File: src/rtl/phy_mgmt_pkg.sv
package phy_mgmt_pkg;

  localparam int PHY_AW     = 5;   // PHY address field width
  localparam int REG_AW     = 5;   // register index field width
  localparam int MII_DW     = 16;  // management data width
  localparam int PRE_BITS   = 32;  // preamble length
  localparam int FRAME_BITS = PRE_BITS + 4 + PHY_AW + REG_AW + 2 + MII_DW;
  localparam int TA_IDX     = PRE_BITS + 4 + PHY_AW + REG_AW;  // first turnaround bit
  localparam int DATA_IDX   = TA_IDX + 2;                      // first data bit

  // Transmit order is MSB first: bit FRAME_BITS-1 leaves the block first.
  function automatic logic [FRAME_BITS-1:0] build_frame(
    input logic              is_rd,
    input logic [PHY_AW-1:0] phy,
    input logic [REG_AW-1:0] regi,
    input logic [MII_DW-1:0] data
  );
    logic [1:0]        op;
    logic [1:0]        ta;
    logic [MII_DW-1:0] pay;
    op  = is_rd ? 2'b10 : 2'b01;
    ta  = is_rd ? 2'b11 : 2'b10;
    pay = is_rd ? '1 : data;
    return {{PRE_BITS{1'b1}}, 2'b01, op, phy, regi, ta, pay};
  endfunction

endpackage

File: src/rtl/mdc_clock_gen.sv
module mdc_clock_gen #(
  parameter int HALF_PERIOD = 4
) (
  input  logic clk,
  input  logic rst,
  input  logic run,
  output logic mdc,
  output logic rise_stb,
  output logic fall_stb
);
  localparam int CW = (HALF_PERIOD > 1) ? $clog2(HALF_PERIOD) : 1;

  logic [CW-1:0] cnt;
  logic          wrap;

  assign wrap     = (cnt == CW'(HALF_PERIOD - 1));
  assign rise_stb = run & wrap & ~mdc;
  assign fall_stb = run & wrap & mdc;

  always_ff @(posedge clk) begin
    if (rst || !run) begin
      cnt <= '0;
      mdc <= 1'b0;
    end else if (wrap) begin
      cnt <= '0;
      mdc <= ~mdc;
    end else begin
      cnt <= cnt + 1'b1;
    end
  end
endmodule

File: src/rtl/phy_addr_bank.sv
module phy_addr_bank #(
  parameter int N_WIN = 2,
  parameter int AW    = 5,
  localparam int SW   = $clog2(N_WIN)
) (
  input  logic          clk,
  input  logic          rst,
  input  logic          wr_en,
  input  logic [SW-1:0] wr_idx,
  input  logic [AW-1:0] wr_val,
  input  logic [SW-1:0] frame_idx,
  output logic [AW-1:0] frame_phy,
  input  logic [SW-1:0] cfg_idx,
  output logic [AW-1:0] cfg_phy
);
  logic [AW-1:0] slot [N_WIN];

  for (genvar g = 0; g < N_WIN; g++) begin : g_slot
    always_ff @(posedge clk) begin
      if (rst)
        slot[g] <= '0;
      else if (wr_en && (wr_idx == SW'(g)))
        slot[g] <= wr_val;
    end
  end

  assign frame_phy = slot[frame_idx];
  assign cfg_phy   = slot[cfg_idx];
endmodule

File: src/rtl/mdio_frame_engine.sv
module mdio_frame_engine
  import phy_mgmt_pkg::*;
(
  input  logic                  clk,
  input  logic                  rst,
  input  logic                  start,
  input  logic [FRAME_BITS-1:0] frame,
  input  logic                  is_read,
  input  logic                  rise_stb,
  input  logic                  fall_stb,
  input  logic                  mdio_i,
  output logic                  busy,
  output logic                  done,
  output logic                  mdio_o,
  output logic                  mdio_oe,
  output logic [MII_DW-1:0]     rd_data
);
  localparam int CNT_W = $clog2(FRAME_BITS);

  logic [FRAME_BITS-1:0] sh;
  logic [CNT_W-1:0]      idx;
  logic [CNT_W-1:0]      idx_nx;
  logic                  rd_q;

  assign idx_nx = idx + 1'b1;

  always_ff @(posedge clk) begin
    if (rst) begin
      busy    <= 1'b0;
      done    <= 1'b0;
      mdio_o  <= 1'b1;
      mdio_oe <= 1'b0;
      rd_data <= '0;
      sh      <= '0;
      idx     <= '0;
      rd_q    <= 1'b0;
    end else begin
      done <= 1'b0;
      if (!busy) begin
        if (start) begin
          busy    <= 1'b1;
          sh      <= frame;
          idx     <= '0;
          rd_q    <= is_read;
          mdio_o  <= frame[FRAME_BITS-1];
          mdio_oe <= 1'b1;
        end
      end else begin
        // capture on the rising edge, during the data phase of a read
        if (rise_stb && rd_q && (idx >= CNT_W'(DATA_IDX)))
          rd_data <= {rd_data[MII_DW-2:0], mdio_i};
        // advance on the falling edge
        if (fall_stb) begin
          if (idx == CNT_W'(FRAME_BITS - 1)) begin
            busy    <= 1'b0;
            done    <= 1'b1;
            mdio_oe <= 1'b0;
            mdio_o  <= 1'b1;
          end else begin
            idx     <= idx_nx;
            sh      <= sh << 1;
            mdio_o  <= sh[FRAME_BITS-2];
            mdio_oe <= !(rd_q && (idx_nx >= CNT_W'(TA_IDX)));
          end
        end
      end
    end
  end
endmodule

File: src/rtl/phy_mgmt_bridge.sv
module phy_mgmt_bridge
  import phy_mgmt_pkg::*;
#(
  parameter int N_WIN    = 2,
  parameter int MDC_HALF = 4,
  parameter int DATA_W   = 32,
  parameter int ADDR_W   = $clog2(N_WIN) + REG_AW + 1
) (
  input  logic              clk,
  input  logic              rst,
  input  logic              bus_req,
  input  logic              bus_write,
  input  logic [ADDR_W-1:0] bus_addr,
  input  logic [DATA_W-1:0] bus_wdata,
  output logic              bus_wait,
  output logic [DATA_W-1:0] bus_rdata,
  output logic              mdc,
  output logic              mdio_o,
  output logic              mdio_oe,
  input  logic              mdio_i
);
  localparam int WSEL_W = $clog2(N_WIN);

  logic              cfg_hit;
  logic [WSEL_W-1:0] win_sel;
  logic [WSEL_W-1:0] cfg_sel;
  logic [REG_AW-1:0] reg_sel;
  logic              accept;
  logic              cfg_go;
  logic              win_go;
  logic              ack;
  logic              cfg_ack_q;
  logic              rd_sel_eng_q;
  logic [DATA_W-1:0] cfg_rdata_q;
  logic [PHY_AW-1:0] frame_phy;
  logic [PHY_AW-1:0] cfg_phy;
  logic              eng_busy;
  logic              eng_done;
  logic [MII_DW-1:0] eng_rdata;
  logic              rise_stb;
  logic              fall_stb;
  logic [FRAME_BITS-1:0] frame;
  logic              unused_ok;

  // address split
  assign cfg_hit = bus_addr[ADDR_W-1];
  assign win_sel = bus_addr[REG_AW +: WSEL_W];
  assign cfg_sel = bus_addr[WSEL_W-1:0];
  assign reg_sel = bus_addr[REG_AW-1:0];

  // request acceptance: never while a frame runs or a completion is shown
  assign ack      = eng_done | cfg_ack_q;
  assign bus_wait = bus_req & ~ack;
  assign accept   = bus_req & ~eng_busy & ~ack;
  assign cfg_go   = accept & cfg_hit;
  assign win_go   = accept & ~cfg_hit;

  assign unused_ok = &{1'b0, bus_wdata[DATA_W-1:MII_DW]};

  phy_addr_bank #(.N_WIN(N_WIN), .AW(PHY_AW)) u_bank (
    .clk       (clk),
    .rst       (rst),
    .wr_en     (cfg_go & bus_write),
    .wr_idx    (cfg_sel),
    .wr_val    (bus_wdata[PHY_AW-1:0]),
    .frame_idx (win_sel),
    .frame_phy (frame_phy),
    .cfg_idx   (cfg_sel),
    .cfg_phy   (cfg_phy)
  );

  always_ff @(posedge clk) begin
    if (rst) begin
      cfg_ack_q    <= 1'b0;
      cfg_rdata_q  <= '0;
      rd_sel_eng_q <= 1'b0;
    end else begin
      cfg_ack_q <= cfg_go;
      if (cfg_go) begin
        cfg_rdata_q  <= DATA_W'(cfg_phy);
        rd_sel_eng_q <= 1'b0;
      end else if (win_go) begin
        rd_sel_eng_q <= 1'b1;
      end
    end
  end

  assign frame = build_frame(~bus_write, frame_phy, reg_sel, bus_wdata[MII_DW-1:0]);

  mdc_clock_gen #(.HALF_PERIOD(MDC_HALF)) u_mdc (
    .clk      (clk),
    .rst      (rst),
    .run      (eng_busy),
    .mdc      (mdc),
    .rise_stb (rise_stb),
    .fall_stb (fall_stb)
  );

  mdio_frame_engine u_eng (
    .clk      (clk),
    .rst      (rst),
    .start    (win_go),
    .frame    (frame),
    .is_read  (~bus_write),
    .rise_stb (rise_stb),
    .fall_stb (fall_stb),
    .mdio_i   (mdio_i),
    .busy     (eng_busy),
    .done     (eng_done),
    .mdio_o   (mdio_o),
    .mdio_oe  (mdio_oe),
    .rd_data  (eng_rdata)
  );

  assign bus_rdata = rd_sel_eng_q ? DATA_W'(eng_rdata) : cfg_rdata_q;
endmodule

File: config.mk
export PLATFORM = sky130hd
export DESIGN_NAME = phy_mgmt_bridge
export DESIGN_NICKNAME = d
export VERILOG_FILES = /design/src/rtl/phy_mgmt_pkg.sv /design/src/rtl/mdc_clock_gen.sv /design/src/rtl/phy_addr_bank.sv /design/src/rtl/mdio_frame_engine.sv /design/src/rtl/phy_mgmt_bridge.sv
export SDC_FILE = /design/constraint.sdc
export NUM_CORES = 1
export LEC_CHECK = 0
export BUFFER_PORTS_ARGS = -buffer_cell sky130_fd_sc_hd__buf_2
export CORE_UTILIZATION = 40
export DETAILED_ROUTE_END_ITERATION = 8
export GPL_ROUTABILITY_DRIVEN = 0
export HOLD_SLACK_MARGIN = 0.06
export MAX_ROUTING_LAYER = met4
export SLEW_MARGIN = 5
export SYNTH_ARGS = -nofsm -noshare
export SYNTH_HDL_FRONTEND = slang
export SYNTH_SLANG_ARGS = --single-unit
File: constraint.sdc
create_clock -name clk -period 5 [get_ports clk]
set_clock_uncertainty 0.15 [all_clocks]
set_input_delay 1.5 -clock clk [delete_from_list [all_inputs] [get_ports clk]]
set_output_delay 1.5 -clock clk [all_outputs]
set_load 0.02 [all_outputs]
==> results of run 1 <==
==> power groups by stage <==
stage,clock [uW],sequential (uW),combinational (uW)
floorplan,0,972,147
global placement,0,983,160
detailed placement,0,984,163
CTS,775,964,164
global route,813,969,180
finish,761,965,162
==> final cells by class <==
cell class	count	area [sq um]	area share
Clock inverter	4	51.30	0.009823
Inverter	5	18.77	0.003594
Clock buffer	12	277.8	0.05319
Multi-Input combinational cell	306	2113	0.4046
Tap cell	143	178.9	0.03426
Timing Repair Buffer	53	280.3	0.05367
Sequential cell	110	2302	0.4408
==> registers in the layout, indices dropped and copies added (netlist names), 2 cells and up <==
name and flops:
u_bank.slot 10, u_eng.rd_data 16, u_mdc.cnt 2, u_eng.idx 6, u_eng.sh 63, cfg_rdata_q 5
==> path summary, 6_finish.rpt <==
path,cells past startpoint,start,end,slack (ns)
setup / recovery,4,bus_req,bus_wait,1.04
hold / removal,1,u_mdc.cnt[0]$_SDFF_PP0_,u_mdc.cnt[0]$_SDFF_PP0_,0.28
hold reg to reg,1,u_mdc.cnt[0]$_SDFF_PP0_,u_mdc.cnt[0]$_SDFF_PP0_,0.28
setup reg to reg,5,u_eng.busy$_SDFF_PP0_,u_eng.sh[22]$_SDFFE_PP0P_,2.36
==> stage by stage <==
| stage | setup WS, ns | utilization | cell area, sq um | total power (uW) |
|---|---|---|---|---|
| 6_report | 1.038 | 0.4554 | 5223 | 1889 |
| 5_1_grt | 0.9731 | 0.4554 | 5223 | 1962 |
| 4_1_cts | 1.035 | 0.4554 | 5223 | 1902 |
| 3_5_place_dp | 1.036 | 0.4267 | 4893 | 1147 |
| 3_3_place_gp | 1.041 | 0.4267 | 4893 | 1143 |
| 2_1_floorplan | 1.265 | - | 4796 | 1119 |
==> routing by layer <==
metal / GRT usage / up-vias
met5: - / -
met4: 0.07200 / 0
met3: 0.02515 / 11
met2: 0.2414 / 64
met1: 0.2030 / 1696
li1: - / 1736
==> worst max-delay path, cell delays in order <==
cell and delay (ns):
buf_2 0.09, or3b_4 0.39, inv_1 0.14, buf_2 0.19
==> placed cells by master, fill, tap and decap left out, types with 7 or more instances in the layout <==
| cell type | instances |
|---|---|
| o221a_2 | 28 |
| nor3_1 | 28 |
| o22ai_1 | 15 |
| and2_1 | 22 |
| conb_1 | 16 |
| clkbuf_16 | 10 |
| nand2_1 | 15 |
| buf_2 | 47 |
| nor2_1 | 30 |
| mux2i_1 | 31 |
| dfxtp_1 | 100 |
| edfxtp_1 | 10 |
| o221ai_1 | 7 |
| a211oi_1 | 27 |
| nand3_1 | 19 |
| a21oi_1 | 19 |
==> cell families (layout without fill, tap and decap cells) <==
| logic type | Yosys count | count (layout) | share of synthesized area |
|---|---|---|---|
| simple gates | 134 | 134 | 0.1484 |
| compound gates | 116 | 116 | 0.1954 |
| flops | 110 | 110 | 0.4857 |
| buf+inv | 66 | 74 | 0.08263 |
| mux | 36 | 36 | 0.07735 |
| fa+ha+maj | 3 | 3 | 0.007921 |
| other cells | 1 | 16 | 0.0007912 |
| xor+xnor | 1 | 1 | 0.001848 |
==> impl_results.md, run 1 <==
- Status: complete, no violations
- Post-cts resize count: 0
- Finished Layout Cells: 633
- Final WL: 9.318 mm
- # rows: 39
- H-tree levels: 3
- Post-synth EDFFs: 10
- Seq/Total Area, Yosys: 0.4857
- Vias: 3507
- Post-Synthesis Cells: 467
- FFs w/ async S/R, synth: 0
- CP Data Arrival Time: 2.31 ns
- Largest net degree at the start of global routing: 66
- Top-count cell post-synth: dfxtp_1
- M1 WL: 4.459 mm
- WL per Instance: 14.72 um
- Clk slew on worst S/H paths: 0.07 ns
- Synth-to-layout area growth: 10.19%
- DR pass1 iterations: 4
- Number of CTS-inserted buffers: 9
- Initial antenna violation count: 0
- CP Max Fanout: 5
- Leakage: 0.001974 uW
- Die Wd: 110.9 um
- CP Launch Type: input pin
- First-pass GRT wire length: 15.37 mm
- CP Capture Type: output pin
- Main synth FF type: dfxtp_1
- # hold bufs at CTS: 0
- CTS Sinks: 110
- Cell type with the highest aggregate area in the netlist: dfxtp_1
- Vias in the first global route: 3125
- Flop pwr share: 0.511
- Worst slew pin tran: 0.9880 ns
- Initial Util: 0.4133
- Final min period: 3.962 ns
- Synth Cell Area: 0.004740 sq mm
- Post-DP HPWL: 5.689 mm
- Cell Count Post-Placement: 617
- Top routing layer in use: met4
- Hold Fails Final Rpt: 0
- WL met3: 308 um
- Antenna diode count: 0
- Period utilization: 0.7924
- Comb pwr share: 0.086
- Worst Hold Class: reg -> reg
- # port buffers: 47
- Slew Limit Headroom: 0.3406
- Clk pwr share: 0.403
- Yosys reg bits: 110
- Core area: 0.01147 sq mm
- Residual DRC: 0
- Filler cell count: 1086
- Die area: 0.01229 sq mm
- Max-Cap Viols: 0
- Cell variety after synth: 48
- # IOs: 80
- Unrepaired setup endpoints after global routing: false
- Int Pwr: 1448 uW
- Wire length on met2: 4.403 mm
- Synthesis Warnings: 0
- Vias per cell: 5.540
- 1st-iter DRT viols: 208
- Net Sw Frac: 0.2330
- Avg Inst Size Synth: 10.15 sq um
- Clock tree buffer depth: 2
- NumNets Final: 532
- Die Y: 110.9 um
- CP required: 3.35 ns
- Total Routing Usage GR: 0.1570
- Achievable clock frequency: 252.4 MHz
- Final Hold Slack: 0.2821 ns
- Clk Latency, worst-skew pair: 0.34 ns
- Commonest cells in the netlist: dfxtp_1, mux2i_1, nor2_1
- Share of cells above drive strength 1: 0.2204
- Grt total ovfl: 0
- Setup_tns: 0 ns
- Critical path class: in -> out
- Post-CTS setup buffer count: 0
- TritonCTS clock tree: built
- Clock Tree Root: clkbuf_16
- Antenna viol nets, final: 0
- Power per cell area: 361.6 mW/mm^2
- Setup-failing EPs final: 0
- Sw Pwr: 440.0 uW
- Max VDD drop: 174.6 uV
- Share of the synthesized area in the top cell type: 0.4224
- Final Max Tran Viols: 0
- Area contributors post-synth: dfxtp_1, o221a_2, mux2i_1, edfxtp_1, a211oi_1
Note: power is estimated with default switching activity, not from simulation.
==> inputs of run 2 (changes only) <==
--- a/config.mk
+++ b/config.mk
@@ -5,6 +5,7 @@
 export SDC_FILE = /design/constraint.sdc
 export NUM_CORES = 1
 export LEC_CHECK = 0
+export ABC_AREA = 1
 export BUFFER_PORTS_ARGS = -buffer_cell sky130_fd_sc_hd__buf_2
 export CORE_UTILIZATION = 40
 export DETAILED_ROUTE_END_ITERATION = 8
==> constraint.sdc (replaced) <==
create_clock -name clk -period 3.93 [get_ports clk]
set_clock_uncertainty 0.15 [all_clocks]
set_input_delay 1.179 -clock clk [delete_from_list [all_inputs] [get_ports clk]]
set_output_delay 1.179 -clock clk [all_outputs]
set_load 0.02 [all_outputs]
==> run 2 against run 1 <==
- the run now ends with DRC left
- via count rose by 10%
- synthesized area up 2.0%
- global-route usage is 0.52 points higher
- first-iteration DRC count increased by 25%
- largest power group unchanged
- register-to-register slack worse by 0.80 ns
- critical path depth unchanged
- cell area is 2.0% higher
- count of clock-buffer cells in the layout up 1
- critical path type unchanged
- die area increased by 1.9%
- largest cell class unchanged
- total power grew 24%
- sequential power up 26%
==> impl_results.md, run 2 <==
- Cell type with the highest aggregate area in the netlist: dfxtp_1
- Slew Limit Headroom: 0.3283 (-0.01233)
- Power per cell area: 439.4 mW/mm^2 (+22%)
- Xor and xnor area share after synthesis: 0.003625 (+0.001777)
- Unrepaired setup endpoints after global routing: false
- Synth Area in Compound Gates: 0.1587 (-0.03663)
- Antenna viol nets, final: 0 (unchanged)
- Post-DP HPWL: 6.242 mm (+9.7%)
- Share of the synthesized area in the top cell type: 0.4143 (-0.008093)
- Final min period: 3.016 ns
- 1st-iter DRT viols: 260 (+25%)
- Residual DRC: 6 (+6)
- Vias per cell: 4.755 (-14%)
- Worst slew pin tran: 1.006 ns (+0.01846 ns)
- Post-synth EDFFs: 10 (unchanged)
- # port buffers: 47 (unchanged)
- Failing checks: DRC
- Final worst slack: 0.9143 ns (-0.1239 ns)
- Stages on worst setup path: 4 (unchanged)
- CP required: 2.60 ns (-0.75 ns)
- Seq/Total Area, Yosys: 0.4764 (-0.009307)
- Post-Synthesis Cells: 635 (+36%)
- Clk slew on worst S/H paths: 0.07 ns (about the same)
- Die Wd: 111.9 um (+0.96%)
- Largest net degree at the start of global routing: 46 (-30%)
- Post-CTS setup buffer count: 0 (unchanged)
- CP Launch Type: input pin
- Top delay family on crit path: buffers and inverters
- Number of CTS-inserted buffers: 9 (unchanged)
- Max-Cap Viols: 0 (unchanged)
- Final Max Tran Viols: 0 (unchanged)
- Period utilization: 0.7674
- Vias in the first global route: 3535 (+13%)
- Combinational family with the most area after synthesis: simple AND/OR/NAND/NOR gates
- Clk Latency, worst-skew pair: 0.34 ns (about the same)
- Core area: 0.01161 sq mm (+1.3%)
- Synth Cell Area: 0.004832 sq mm (+2.0%)
- Finished Layout Cells: 811 (+28%)
- Share of cells above drive strength 1: 0.1213 (-0.09915)
- # IOs: 80 (unchanged)
- Setup_tns: 0 ns (unchanged)
- Clock tree buffer depth: 2 (unchanged)
- First-pass GRT wire length: 15.90 mm (+3.5%)
- DR pass1 iterations: 7 (+3)
- Status: finished with violations
- Hold Fails Final Rpt: 0 (unchanged)
- Clock Tree Root: clkbuf_16
- # rows: 39 (unchanged)
- Synthesis Warnings: 0 (unchanged)
- CP bufs+invs: 3 (unchanged)
- Vias: 3856 (+10%)
- Yosys reg bits: 110 (unchanged)
- Post-cts resize count: 0 (unchanged)
- Most frequent cells in the layout: nor2_1, dfxtp_1, nand2_1, inv_1, o21ai_0
- Top Registers: u_eng.sh: 63 flops, u_eng.rd_data: 16 flops, u_bank.slot: 10 flops
- Max reg flops: 63 (unchanged)
- Avg Inst Size Synth: 7.610 sq um (-25%)
- Max VDD drop: 286.8 uV (+64%)
- Most flops, register: u_eng.sh
- TritonCTS clock tree: built
- Adder-Cell Fraction of Synth Area: 0.007768 (-0.0001518)
- CTS Sinks: 110 (unchanged)
- Area contributors post-synth: dfxtp_1, nor2_1, nand2_1, edfxtp_1, o21ai_0
- Final WL: 9.447 mm (+1.4%)
- WL per Instance: 11.65 um (-21%)
- Achievable clock frequency: 331.6 MHz
- Leakage: 0.002498 uW (+27%)
- Cells along the critical path: buf_2 > inv_1 > nor3_1 > buf_2
- Finished Core Util: 0.4587 (+0.003309)
- H-tree levels: 3 (unchanged)
- Commonest non-fill, non-tap cell in the layout: nor2_1
- Synth-to-layout area growth: 10.25% (about the same)
- Place WS: 0.9187 ns (-0.1169 ns)
- CP Data Arrival Time: 1.69 ns (-0.62 ns)
- Commonest cells in the netlist: nor2_1, dfxtp_1, nand2_1
- Grt total ovfl: 0 (unchanged)
- WHS Path Cells: 1 (unchanged)
- Top-count cell post-synth: nor2_1
- CP max stage cell: buf_2
- CP Max Fanout: 2 (-3)
- # hold bufs at CTS: 0 (unchanged)
- Crit path largest cell delay: 0.20 ns (-0.19 ns)
- Initial antenna violation count: 0 (unchanged)
- Die Y: 111.9 um (+0.96%)
- Initial Util: 0.4161 (+0.002763)
- Die area: 0.01252 sq mm (+1.9%)
- CP Capture Type: output pin
- Mux share of post-synthesis cell area: 0.01036 (-0.06699)
- Cell Count Post-Placement: 796 (+29%)
- Total Routing Usage GR: 0.1622 (+0.005208)
- FF-to-FF path depth: 7 (+2)
- Critical path class: in -> out
- Most common cell on crit path: buf_2
- FFs w/ async S/R, synth: 0 (unchanged)
- Setup-failing EPs final: 0 (unchanged)
- Worst Hold Class: reg -> reg
- Main synth FF type: dfxtp_1
- Synth Area in Simple Gates: 0.2279 (+0.07950)
- Cell variety after synth: 33 (-31%)
- Antenna diode count: 0 (unchanged)
- NumNets Final: 711 (+34%)
[run 2: layer usage]
metal  track usage  share of wire  vias to the layer above  wire length, um
li1              -              -                     2060                -
met1        0.1969           0.47                     1736             4467
met2        0.2600           0.48                       56             4516
met3       0.05008          0.043                        4              408
met4       0.04324         0.0057                        0               54
met5             -              0                        -                0
[run 2: logic make-up (layout without fill, tap and decap cells)]
family / count (synthesis) / count (layout)
muxes: 5 / 5
AOI/OAI and AO/OA: 139 / 139
xor gates and xnor gates: 2 / 2
adders and majority gates: 3 / 3
DFF: 110 / 110
other: 1 / 16
buffers and inverters: 111 / 129
and+or+nand+nor: 264 / 264
[run 2: cell type report]
cell class,count,area (sq um)
Fill cell,1197,6286
Sequential cell,110,2302
Multi-Input combinational cell,429,2033
Clock buffer,13,291.5
Timing Repair Buffer,53,280.3
Inverter,61,229.0
Tap cell,143,178.9
Clock inverter,2,12.51
[run 2: metrics by stage]
| step | total power, uW | hold slack, ns | cell area, sq um |
|---|---|---|---|
| finish | 2341 | 0.2902 | 5328 |
| global route | 2449 | 0.3125 | 5328 |
| CTS | 2377 | 0.2889 | 5328 |
| detailed placement | 1462 | 0.2714 | 5024 |
| global placement | 1456 | 0.2629 | 5024 |
| floorplan | 1426 | 0.2543 | 4888 |
[run 2: worst paths after layout]
path                           startpoint  slack [ns]                        end
setup / recovery                  bus_req        0.91                   bus_wait
hold / removal    u_mdc.cnt[0]$_SDFF_PP0_        0.29    u_mdc.cnt[0]$_SDFF_PP0_
setup reg to reg  u_mdc.cnt[0]$_SDFF_PP0_        1.56  u_eng.sh[12]$_SDFFE_PP0P_
hold reg to reg   u_mdc.cnt[0]$_SDFF_PP0_        0.29    u_mdc.cnt[0]$_SDFF_PP0_
[run 2: worst register-to-register path, delay by kind of cell, from the launching register on]
| kind | cells | cell delay, ns |
|---|---|---|
| flip-flops | 1 | 0.34 |
| adder cells (fa/ha/maj) | 1 | 0.31 |
| AO/OA/AOI/OAI | 1 | 0.71 |
| AND/OR/NAND/NOR | 4 | 0.36 |
| buffers and inverters | 1 | 0.39 |
[run 2: report_power, final]
part           internal (uW)  switching [uW]
sequential              1190            34.2
clock                    516             387
combinational           72.4             140
==> inputs of run 3 (changes only) <==
==> constraint.sdc (replaced) <==
create_clock -name clk -period 2.96 [get_ports clk]
set_clock_uncertainty 0.15 [all_clocks]
set_input_delay 0.888 -clock clk [delete_from_list [all_inputs] [get_ports clk]]
set_output_delay 0.888 -clock clk [all_outputs]
set_load 0.02 [all_outputs]
==> run 3 against run 2 <==
- the run still ends with DRC left
- routed wire length shrank 1.2%
- final cell count grew 0.25%
- setup slack got worse by 0.52 ns
- cell area is 0.45% higher
- count of clock-buffer cells in the layout up 2
- worst hold slack worse by 0.0072 ns
- sequential cell count unchanged
- sequential power is 34% higher
- sequential share of layout area fell by 0.19 points
- core utilization up 0.20 points
- largest cell class unchanged
- largest power group unchanged
==> impl_results.md, run 3 (synthesis gave the netlist of run 2 again) <==
- Cells along the critical path: o21ai_0 > buf_2
- Achievable clock frequency: 390.5 MHz
- Post-CTS setup buffer count: 0 (unchanged)
- WL per Instance: 11.48 um (-1.5%)
- Core area: 0.01161 sq mm (unchanged)
- Die area: 0.01252 sq mm (unchanged)
- Antenna viol nets, final: 0 (unchanged)
- GRT met2 Usage: 0.2472 (-0.01284)
- # port buffers: 47 (unchanged)
- Met3 Usage GRT: 0.04192 (-0.008165)
- Period utilization: 0.8652
- Worst Hold Class: reg -> reg
- Leakage: 0.002508 uW (+0.39%)
- Final min period: 2.561 ns
- FF-to-FF setup slack: 0.99 ns (-0.57 ns)
- Net Sw Frac: 0.2401 (about the same)
- Worst hold start: u_mdc.cnt[0]$_SDFF_PP0_
- CP Capture Type: output pin
- Synth-to-layout area growth: 10.75%
- Final Max Tran Viols: 0 (unchanged)
- Residual DRC: 6 (unchanged)
- First-pass GRT wire length: 15.84 mm (-0.35%)
- Total Routing Usage GR: 0.1605 (-0.001690)
- Post-DP HPWL: 6.005 mm (-3.8%)
- Comb pwr share: 0.094 (+0.003)
- Max VDD drop: 453.0 uV (+58%)
- CP bufs+invs: 1 (-2)
- Setup_tns: 0 ns (unchanged)
- Most frequent cells in the layout: nor2_1, dfxtp_1, nand2_1, inv_1, o21ai_0
- Grt total ovfl: 0 (unchanged)
- Commonest non-fill, non-tap cell in the layout: nor2_1
- Clock Tree Root: clkbuf_16
- Clock tree buffer depth: 2 (unchanged)
- Top Registers: u_eng.sh: 63 flops, u_eng.rd_data: 16 flops, u_bank.slot: 10 flops
- Top delay family on crit path: flip-flops
- Crit path largest cell delay: 0.76 ns (+0.56 ns)
- # rows: 39 (unchanged)
- DR pass1 iterations: 6 (-1)
- Critical R2R Capture: u_eng.sh[44]$_SDFFE_PP0P_
- Most crowded layer after global routing: met2
- Clk pwr share: 0.379 (-0.007)
- CP Launch Type: flip-flop
- Max reg flops: 63 (unchanged)
- Initial antenna violation count: 0 (unchanged)
- Cell Count Post-Placement: 798 (+0.25%)
- Vias: 3920 (+1.7%)
- Largest net degree at the start of global routing: 73 (+59%)
- Number of CTS-inserted buffers: 9 (unchanged)
- Sw Pwr: 740.2 uW (+32%)
- Flop pwr share: 0.528 (+0.005)
- WHS Path Cells: 1 (unchanged)
- Stages on worst setup path: 2 (-2)
- Max-Cap Viols: 0 (unchanged)
- # IOs: 80 (unchanged)
- Critical path class: reg -> out
- CTS Sinks: 110 (unchanged)
- Slew Limit Headroom: 0.5402 (+0.2119)
- Clk Latency, worst-skew pair: 0.35 ns (about the same)
- Die Wd: 111.9 um (unchanged)
- Worst Hold Path EP: u_mdc.cnt[0]$_SDFF_PP0_
- Power per cell area: 576.0 mW/mm^2 (+31%)
- Hold Fails Final Rpt: 0 (unchanged)
- Finished Layout Cells: 813 (+0.25%)
- CP Data Arrival Time: 1.52 ns (-0.17 ns)
- CP Max Fanout: 22 (+20)
- Post-cts resize count: 0 (unchanged)
- FF-to-FF path depth: 7 (unchanged)
- H-tree levels: 3 (unchanged)
- Initial Util: 0.4161 (unchanged)
- NumNets Final: 713 (+0.28%)
- Vias per cell: 4.822 (+1.4%)
- Antenna diode count: 0 (unchanged)
- Worst slew pin tran: 0.6888 ns (-0.3177 ns)
- TritonCTS clock tree: built
- Setup-failing EPs final: 0 (unchanged)
- # hold bufs at CTS: 0 (unchanged)
- M1 GR Usage: 0.2017 (+0.004795)
- R2r startpoint: u_eng.idx[0]$_SDFFE_PP0P_
- 1st-iter DRT viols: 391 (+50%)
- Vias in the first global route: 3487 (-1.4%)
- Failing checks: DRC
- Unrepaired setup endpoints after global routing: false
- Status: finished with violations
- Clk slew on worst S/H paths: 0.07 ns (about the same)
- Int Pwr: 2342 uW (+32%)
- CP required: 1.92 ns (-0.68 ns)
- Die Y: 111.9 um (unchanged)
- Final WL: 9.331 mm (-1.2%)
- Most flops, register: u_eng.sh
- CP max stage cell: dfxtp_1
- Final Hold Slack: 0.2830 ns (-0.007235 ns)
- Share of cells above drive strength 1: 0.1209 (-0.0003620)
## run 3: cell count changes in the layout (fill, tap and decap cells not counted)
cell,change
buf_12,+2
clkbuf_1,+2
clkbuf_16,-1
clkbuf_8,+1
clkinv_2,-1
clkinvlp_4,-1
## run 3: area by class of cell
| cell class | instances | area [sq um] |
|---|---|---|
| fillers | 1161 | 6262 |
| well taps | 143 | 178.9 |
| flip-flops and latches | 110 | 2302 |
| clock buffers | 15 | 287.8 |
| inverters | 61 | 229.0 |
| multi-input cells | 429 | 2033 |
| repair buffers | 55 | 320.3 |
## run 3: worst max-delay path by stage
| stage | start | endpoint |
|---|---|---|
| after floorplan | bus_req | bus_wait |
| after global placement | bus_req | bus_wait |
| after detailed placement | bus_req | bus_wait |
| after CTS | rd_sel_eng_q$_SDFFE_PP0P_ | bus_rdata[2] |
| after global routing | rd_sel_eng_q$_SDFFE_PP0P_ | bus_rdata[4] |
| final | rd_sel_eng_q$_SDFFE_PP0P_ | bus_rdata[2] |
## run 3: power by group through the flow
stage | logic, uW | registers (uW) | clock network, uW
floorplan | 249 | 1640 | 0
detailed placement | 289 | 1660 | 0
global placement | 283 | 1660 | 0
CTS | 291 | 1630 | 1210
finish | 289 | 1630 | 1170
global route | 328 | 1640 | 1260
## run 3: per-stage QoR
stage               setup WS (ns)  total power (uW)    util  instance area, sq um
finish                     0.3991              3082  0.4608                  5351
global route               0.2293              3222  0.4608                  5351
CTS                        0.3850              3123  0.4608                  5351
detailed placement         0.4688              1948  0.4360                  5064
global placement           0.4839              1940  0.4360                  5064
floorplan                  0.5196              1894       -                  4888
## run 3: metal layers
layer  wire length, um  share of wire
met3               408          0.044
met4               168          0.018
met5                 0              0
met1              4528           0.49
met2              4226           0.45
